### src/rtl/gpio_dirport_pkg.sv
package gpio_dirport_pkg;
    typedef enum logic [1:0] {
        PIN_INPUT  = 2'd0,
        PIN_OUTPUT = 2'd1,
        PIN_SPI    = 2'd2
    } pin_mode_e;
endpackage

### src/rtl/gpio_sync.sv
module gpio_sync #(
    parameter int W = 8
) (
    input  logic         clk,
    input  logic         rst_n,
    input  logic [W-1:0] pin_raw,
    output logic [W-1:0] pin_sync
);
    logic [W-1:0] stage1_q;
    logic [W-1:0] stage2_q;
    logic [1:0]   age_q;

    always_ff @(posedge clk or negedge rst_n) begin
        if (!rst_n) begin
            stage1_q <= '0;
            stage2_q <= '0;
        end else begin
            stage1_q <= pin_raw;
            stage2_q <= stage1_q;
        end
    end

    // cycles since reset, saturating; used only to arm the checker below
    always_ff @(posedge clk or negedge rst_n) begin
        if (!rst_n)              age_q <= 2'd0;
        else if (age_q != 2'd2)  age_q <= age_q + 2'd1;
    end

    assign pin_sync = stage2_q;

    // synchronized level equals the pad level two edges earlier
    a_r5_two_stage_delay: assert property (@(posedge clk) disable iff (!rst_n)
        (age_q == 2'd2) |-> (pin_sync == $past(pin_raw, 2)));
endmodule

### src/rtl/gpio_regs.sv
module gpio_regs #(
    parameter int W        = 8,
    parameter int ADDR_W   = 3,
    parameter int DATA_OFS = 3,
    parameter int DIR_OFS  = 7
) (
    input  logic              clk,
    input  logic              rst_n,
    input  logic [ADDR_W-1:0] bus_addr,
    input  logic              bus_wr,
    input  logic              bus_rd,
    input  logic [W-1:0]      bus_wdata,
    input  logic [W-1:0]      pin_level,
    output logic [W-1:0]      latch_q,
    output logic [W-1:0]      dir_q,
    output logic [W-1:0]      bus_rdata
);
    localparam logic [ADDR_W-1:0] DATA_A = ADDR_W'(DATA_OFS);
    localparam logic [ADDR_W-1:0] DIR_A  = ADDR_W'(DIR_OFS);

    logic hit_data;
    logic hit_dir;

    assign hit_data = (bus_addr == DATA_A);
    assign hit_dir  = (bus_addr == DIR_A);

    always_ff @(posedge clk or negedge rst_n) begin
        if (!rst_n) begin
            latch_q <= '0;
            dir_q   <= '0;
        end else if (bus_wr) begin
            if (hit_data) latch_q <= bus_wdata;
            if (hit_dir)  dir_q   <= bus_wdata;
        end
    end

    always_comb begin
        bus_rdata = '0;
        if (bus_rd) begin
            if (hit_data)     bus_rdata = (latch_q & dir_q) | (pin_level & ~dir_q);
            else if (hit_dir) bus_rdata = dir_q;
        end
    end

    // a direction write lands on the next edge
    a_r2_dir_capture: assert property (@(posedge clk) disable iff (!rst_n)
        (bus_wr && hit_dir) |=> (dir_q == $past(bus_wdata)));
    // latch write accepted regardless of direction
    a_r3_latch_capture: assert property (@(posedge clk) disable iff (!rst_n)
        (bus_wr && hit_data) |=> (latch_q == $past(bus_wdata)));
    // writes elsewhere change nothing
    a_r8_unmapped_quiet: assert property (@(posedge clk) disable iff (!rst_n)
        (bus_wr && !hit_data && !hit_dir) |=> ($stable(latch_q) && $stable(dir_q)));
    // idle bus reads as zero
    a_r8_idle_zero: assert property (@(posedge clk) disable iff (!rst_n)
        !bus_rd |-> (bus_rdata == '0));
endmodule

### src/rtl/gpio_pinmux.sv
module gpio_pinmux
    import gpio_dirport_pkg::*;
#(
    parameter int W        = 8,
    parameter int MOSI_IDX = 6,
    parameter int MISO_IDX = 7
) (
    input  logic [W-1:0] latch_q,
    input  logic [W-1:0] dir_q,
    input  logic         spi_en,
    input  logic         spi_mosi_o,
    input  logic         spi_mosi_oe,
    input  logic         spi_miso_o,
    input  logic         spi_miso_oe,
    output logic [W-1:0] pin_out,
    output logic [W-1:0] pin_oe
);
    for (genvar i = 0; i < W; i++) begin : g_pin
        localparam bit IS_MOSI = (i == MOSI_IDX);
        localparam bit IS_MISO = (i == MISO_IDX);
        localparam bit SHARED  = IS_MOSI || IS_MISO;

        pin_mode_e mode;

        always_comb begin
            if (SHARED && spi_en) mode = PIN_SPI;
            else if (dir_q[i])    mode = PIN_OUTPUT;
            else                  mode = PIN_INPUT;
        end

        always_comb begin
            unique case (mode)
                PIN_INPUT: begin
                    pin_out[i] = latch_q[i];
                    pin_oe[i]  = 1'b0;
                end
                PIN_OUTPUT: begin
                    pin_out[i] = latch_q[i];
                    pin_oe[i]  = 1'b1;
                end
                PIN_SPI: begin
                    pin_out[i] = IS_MOSI ? spi_mosi_o  : spi_miso_o;
                    pin_oe[i]  = IS_MOSI ? spi_mosi_oe : spi_miso_oe;
                end
                default: begin
                    pin_out[i] = latch_q[i];
                    pin_oe[i]  = 1'b0;
                end
            endcase
        end
    end
endmodule

### src/rtl/gpio_dirport.sv
module gpio_dirport #(
    parameter int W        = 8,
    parameter int ADDR_W   = 3,
    parameter int DATA_OFS = 3,
    parameter int DIR_OFS  = 7,
    parameter int MOSI_IDX = 6,
    parameter int MISO_IDX = 7
) (
    input  logic              clk,
    input  logic              rst_n,
    input  logic [ADDR_W-1:0] bus_addr,
    input  logic              bus_wr,
    input  logic              bus_rd,
    input  logic [W-1:0]      bus_wdata,
    output logic [W-1:0]      bus_rdata,
    input  logic [W-1:0]      pin_in,
    output logic [W-1:0]      pin_out,
    output logic [W-1:0]      pin_oe,
    input  logic              spi_en,
    input  logic              spi_mosi_o,
    input  logic              spi_mosi_oe,
    input  logic              spi_miso_o,
    input  logic              spi_miso_oe,
    output logic              spi_mosi_i,
    output logic              spi_miso_i
);
    logic [W-1:0] pin_level;
    logic [W-1:0] latch_q;
    logic [W-1:0] dir_q;

    gpio_sync #(.W(W)) u_sync (
        .clk      (clk),
        .rst_n    (rst_n),
        .pin_raw  (pin_in),
        .pin_sync (pin_level)
    );

    gpio_regs #(
        .W(W), .ADDR_W(ADDR_W), .DATA_OFS(DATA_OFS), .DIR_OFS(DIR_OFS)
    ) u_regs (
        .clk       (clk),
        .rst_n     (rst_n),
        .bus_addr  (bus_addr),
        .bus_wr    (bus_wr),
        .bus_rd    (bus_rd),
        .bus_wdata (bus_wdata),
        .pin_level (pin_level),
        .latch_q   (latch_q),
        .dir_q     (dir_q),
        .bus_rdata (bus_rdata)
    );

    gpio_pinmux #(
        .W(W), .MOSI_IDX(MOSI_IDX), .MISO_IDX(MISO_IDX)
    ) u_mux (
        .latch_q     (latch_q),
        .dir_q       (dir_q),
        .spi_en      (spi_en),
        .spi_mosi_o  (spi_mosi_o),
        .spi_mosi_oe (spi_mosi_oe),
        .spi_miso_o  (spi_miso_o),
        .spi_miso_oe (spi_miso_oe),
        .pin_out     (pin_out),
        .pin_oe      (pin_oe)
    );

    assign spi_mosi_i = pin_level[MOSI_IDX];
    assign spi_miso_i = pin_level[MISO_IDX];

    // with the serial interface idle, enables mirror the direction register
    a_r2_oe_tracks_dir: assert property (@(posedge clk) disable iff (!rst_n)
        !spi_en |-> (pin_oe == dir_q));
    // serial interface owns the two shared pads
    a_r6_spi_pads: assert property (@(posedge clk) disable iff (!rst_n)
        spi_en |-> (pin_oe[MOSI_IDX] == spi_mosi_oe && pin_oe[MISO_IDX] == spi_miso_oe &&
                    pin_out[MOSI_IDX] == spi_mosi_o && pin_out[MISO_IDX] == spi_miso_o));
    // takeover leaves registers untouched
    a_r7_regs_kept: assert property (@(posedge clk) disable iff (!rst_n)
        (spi_en != $past(spi_en) && !$past(bus_wr)) |-> ($stable(dir_q) && $stable(latch_q)));
endmodule

### config.mk
export PLATFORM = sky130hd
export DESIGN_NAME = gpio_dirport
export DESIGN_NICKNAME = d
export VERILOG_FILES = /design/src/rtl/gpio_dirport_pkg.sv /design/src/rtl/gpio_sync.sv /design/src/rtl/gpio_regs.sv /design/src/rtl/gpio_pinmux.sv /design/src/rtl/gpio_dirport.sv
export SDC_FILE = /design/constraint.sdc
export NUM_CORES = 1
export LEC_CHECK = 0
export BUFFER_PORTS_ARGS = -buffer_cell sky130_fd_sc_hd__buf_2
export CAP_MARGIN = 20
export CORE_MARGIN = 3
export CORE_UTILIZATION = 50
export DETAILED_ROUTE_END_ITERATION = 10
export PLACE_DENSITY = 0.8
export SLEW_MARGIN = 10
export SYNTH_ARGS = -nofsm -noshare
export SYNTH_HDL_FRONTEND = slang
export SYNTH_SLANG_ARGS = --single-unit
### constraint.sdc
create_clock -name clk -period 1.75 [get_ports clk]
set_clock_uncertainty 0.05 [all_clocks]
set_input_delay 0.2625 -clock clk [delete_from_list [all_inputs] [get_ports clk]]
set_output_delay 0.2625 -clock clk [all_outputs]
set_load 0.01 [all_outputs]
* Word level (Yosys, flattened, before mapping)
Index checks and enable logic that the tools add are counted.
Word-level totals: flip-flop bits (word level) 32, input port bits 28, output and inout bits 26, logic and storage cells 57
Cells by class: eq/ne operators 18, mux-type cells 29, bitwise logic cells 4, reductions and logical operators 2
Operators by type and width (number):
- $mux 8 | 3
- $and 8x8->8 | 2
- $mux 1 | 16
- $pmux 1 s2 | 8
- $eq 1x2->1 const B | 5
- $not 8->8 | 1
- $or 8x8->8 | 1
- $eq 2x1->1 const B | 3
- $eq 2x2->1 const B | 3
- $eq 1x1->1 const B | 5
- $mux 2 | 2
- $reduce_and 2->1 | 2
- $eq 3x2->1 const B | 1
- $eq 3x3->1 const B | 1

* Logic depth before layout (Yosys ltp)
word-level depth 5, gate-level depth with buffers 3, gate-level depth less buffers 2

* Modules after synthesis
A second synthesis with hierarchy kept.
Unflattened totals: cells, all modules 92, area, all modules 1312.5 µm²
By module, submodules not included:
- gpio_regs | times used 1, cells each 60, area each 777.0 µm², sequential area each 400.4 µm²
- gpio_sync | times used 1, cells each 16, area each 400.4 µm², sequential area each 400.4 µm²
- gpio_pinmux | times used 1, cells each 16, area each 135.1 µm², sequential area each 0.0 µm²

* Least setup slack after synthesis
OpenSTA, ideal clock, no wires.
kind register to output, start reg u_regs.dir_q[0], end out bus_rdata[0], arrival 1.063 ns, required time 1.437 ns, setup slack 0.374 ns, cell stages (with the launch flop) 3, path buffers 0, path through dfrtp_1 or3b_2 a21oi_1
On the way: longest elaborated chain between the ends 5, elaborated cells on any way between the ends 7, classes of those cells mux (3); bitwise (4)
Ends and longest elaborated chain:
- start: declaration | line gpio_regs.sv:15 | output logic [W-1:0] dir_q,
- start signal: assignment | line gpio_regs.sv:33 | if (hit_dir) dir_q <= bus_wdata;
- $not 8->8 | line gpio_regs.sv:40 | if (hit_data) bus_rdata = (latch_q & dir_q) | (pin_level & ~dir_q);
- $and 8x8->8 | line gpio_regs.sv:40
- $or 8x8->8 | line gpio_regs.sv:40
- $mux 8 (*) | line gpio_regs.sv:40
- $mux 8 (*) | line gpio_regs.sv:39 | if (bus_rd) begin
- end: declaration | line gpio_dirport.sv:15 | output logic [W-1:0] bus_rdata,
Mark *: on every way between the ends. The rest lies on a longest branch, timed or not.

* Worst setup path in the final report
start reg u_regs.dir_q[5], end out bus_rdata[5]
Same word-level chain as after synthesis.

==> out/results.ini <==
[clock_tree]
clockBufferDepth = 2
tritoncts = yes
clk_latency_ns = 0.33
cts_root_buf = clkbuf_4
cts.sink_count = 32
numCtsBuffers = 5
clkTransAtPathRegs_ns = 0.10
cts-htree-levels = 2

[pwr]
p_leak_nw = 0.863
irDropWorstVdd_uv = 755
pwr_density_cell_nw_per_um2 = 992

[layout]
antennaDiodeCount = 0
stdcell_area_sq_um = 1770
area_delta_synth_final_pct = 33.6
fin_util_pct = 71.0
drive_gt1_share_pct = 66.0
final_nets = 183

[critical_path]
path_buf_inv = 1
arrival_ns = 1.42
crit_path_end_kind = output pin
slowest_delay_ns = 0.41
required_ns = 1.44
cp_cell_sequence = or3b_4 > a21oi_2 > buf_2
ff2ff_setup_slack_ns = 0.69
r2r_cells = 3
cpLargestDelayFamily = flip-flops
reg2reg_to = u_regs.dir_q[3]
cp_num_cells = 3
crit_type = reg2out
path_max_fanout = 4
crit_path_start_kind = register
cp_slowest_cell = dfrtp_1
crit-reg2reg-launch = u_regs.dir_q[3]

[hold_path]
min_delay_path_depth = 2
min-delay-path-class = in2reg
holdCritStartpoint = bus_wdata[5]
holdPathEnd = u_regs.dir_q[5]

[sta]
rsz0062_at_grt = yes
setup-tns-final_ns = 0
worst_pin_slew_ns = 0.680
period_needed_ns = 1.73
period_share_pct = 99.1
worst_slack_ns = 0.0153
slew_headroom_pct = 54.7
slew_violations = 0
final-setup-viol-count = 0
fmax_ghz = 0.576
hold_viol_final = 0

[floorplan]
core_sq_um = 2500
floorplan.die.height_um = 57.5
rows = 18
die-area_sq_um = 3310
start_util_pct = 53.1
pin_count = 54
die_w_um = 57.5

[placement]
portBuffers = 53
placed_area_sq_um = 1530
place_congestion = 0.660
dp_slack_ns = 0.194

[drt]
drc = 0
vias = 959
ant_nets = 0
wl_mm = 2.73
viasPerCell = 5.16
drtIter0Drc = 18
drt_pre_antenna_iters = 4
wl_per_cell_um = 14.7

[grt]
grt_antenna_before_repair = 0
grtUsageMet3_pct = 4.98
grt_max_degree = 33
grt_pass1_vias = 952
grt_pass1_wl_mm = 4.25
busiest_layer = met2
gr-usage-met1_pct = 20.3
grtUsageTotal_pct = 17.4
grt-ovfl-total = 0
met2_usage_pct = 29.0

[logic_synthesis]
synth_edf_count = 0
synth-async-reset-ratio_pct = 100
synth.top_cell.area_share_pct = 60.3
syn_inst = 92
synth.yosys.warnings = 0
yosysUniqueCellTypes = 11
synth_area_leaders = dfrtp_1 (60%), mux2_2 (17%), buf_4 (6.8%), or3b_2 (4.0%), a21oi_1 (3.0%)
yosysSeqAreaShare_pct = 60.3
netlist_area_sq_um = 1330
yosys.area.top_type = dfrtp_1
synth_commonest_cells = dfrtp_1 (32), mux2_2 (20), buf_4 (12)
syn_nets = 120
synth.most_common_cell = dfrtp_1
ys_ff_latch = 32
syn_area_per_cell_sq_um = 14.4
synthFlopType = dfrtp_1

[run_status]
status = finished clean

[job]
drv_cap = 0

## cells in the final DEF, fill, tap and decap left out, drive strengths merged
cell type,count
a21oi,8
buf,60
clkbuf,6
clkinv,2
dfrtp,32
dlygate4sd3,9
mux2,20
nand3,1
nand4,1
nand4b,1
o21ai,8
or3b,8
## report_power, final
part / internal, mW / switching, mW / total [mW]
clock: 0.191 / 0.235 / 0.426
sequential: 0.839 / 0.0595 / 0.898
combinational: 0.241 / 0.195 / 0.436
total: 1.27 / 0.490 / 1.76
## worst max-delay path by stage
stage                          from           end
CTS                 u_regs.dir_q[5]  bus_rdata[5]
floorplan           u_regs.dir_q[0]  bus_rdata[0]
detailed placement      bus_addr[2]  bus_rdata[4]
finish              u_regs.dir_q[5]  bus_rdata[5]
global placement        bus_addr[2]  bus_rdata[2]
global route        u_regs.dir_q[7]  bus_rdata[7]
## area by class of cell
cell class                      count  area, sq um
Sequential cell                    32          801
Fill cell                         178          726
Multi-Input combinational cell     47          467
Timing Repair Buffer               69          408
Clock buffer                        6         51.3
Tap cell                           30         37.5
Clock inverter                      2         10.0
## sequential cells by signal, indices dropped and copies added, names as in the netlist
name / flops
u_regs.dir_q: 8
u_regs.latch_q: 8
u_sync.pin_sync: 8
u_sync.stage1_q: 8
## stage by stage
step / power [mW] / std cells / hold WS, ns
3_5_place_dp: 1.26 / 162 / 0.286
2_1_floorplan: 1.17 / 92 / -0.0831
6_report: 1.76 / 186 / 0.127
5_1_grt: 1.87 / 186 / 0.105
3_3_place_gp: 1.24 / 162 / 0.277
4_1_cts: 1.74 / 183 / 0.111
## metal layers
layer	vias up	part of all wire (%)
li1	446	-
met5	-	0
met1	473	40
met2	32	53
met4	0	2.2
met3	8	5.2
## cell families after synthesis
family,Yosys count,synth area share [%]
flops,32,60.3
mux,20,17.0
compound gates,16,6.03
buf+inv,13,7.63
simple gates,11,9.05
## timing repair
| action | in CTS | in global routing |
|---|---|---|
| pin swaps | 5 | 7 |
| setup endpoints to repair | 6 | 8 |
| resized for setup | 3 | 10 |
| buffers inserted | 4 | 3 |
| endpoints found under the hold margin | 40 | 0 |
| hold buffers | 9 | 0 |
(Power assumes the default switching activity.)
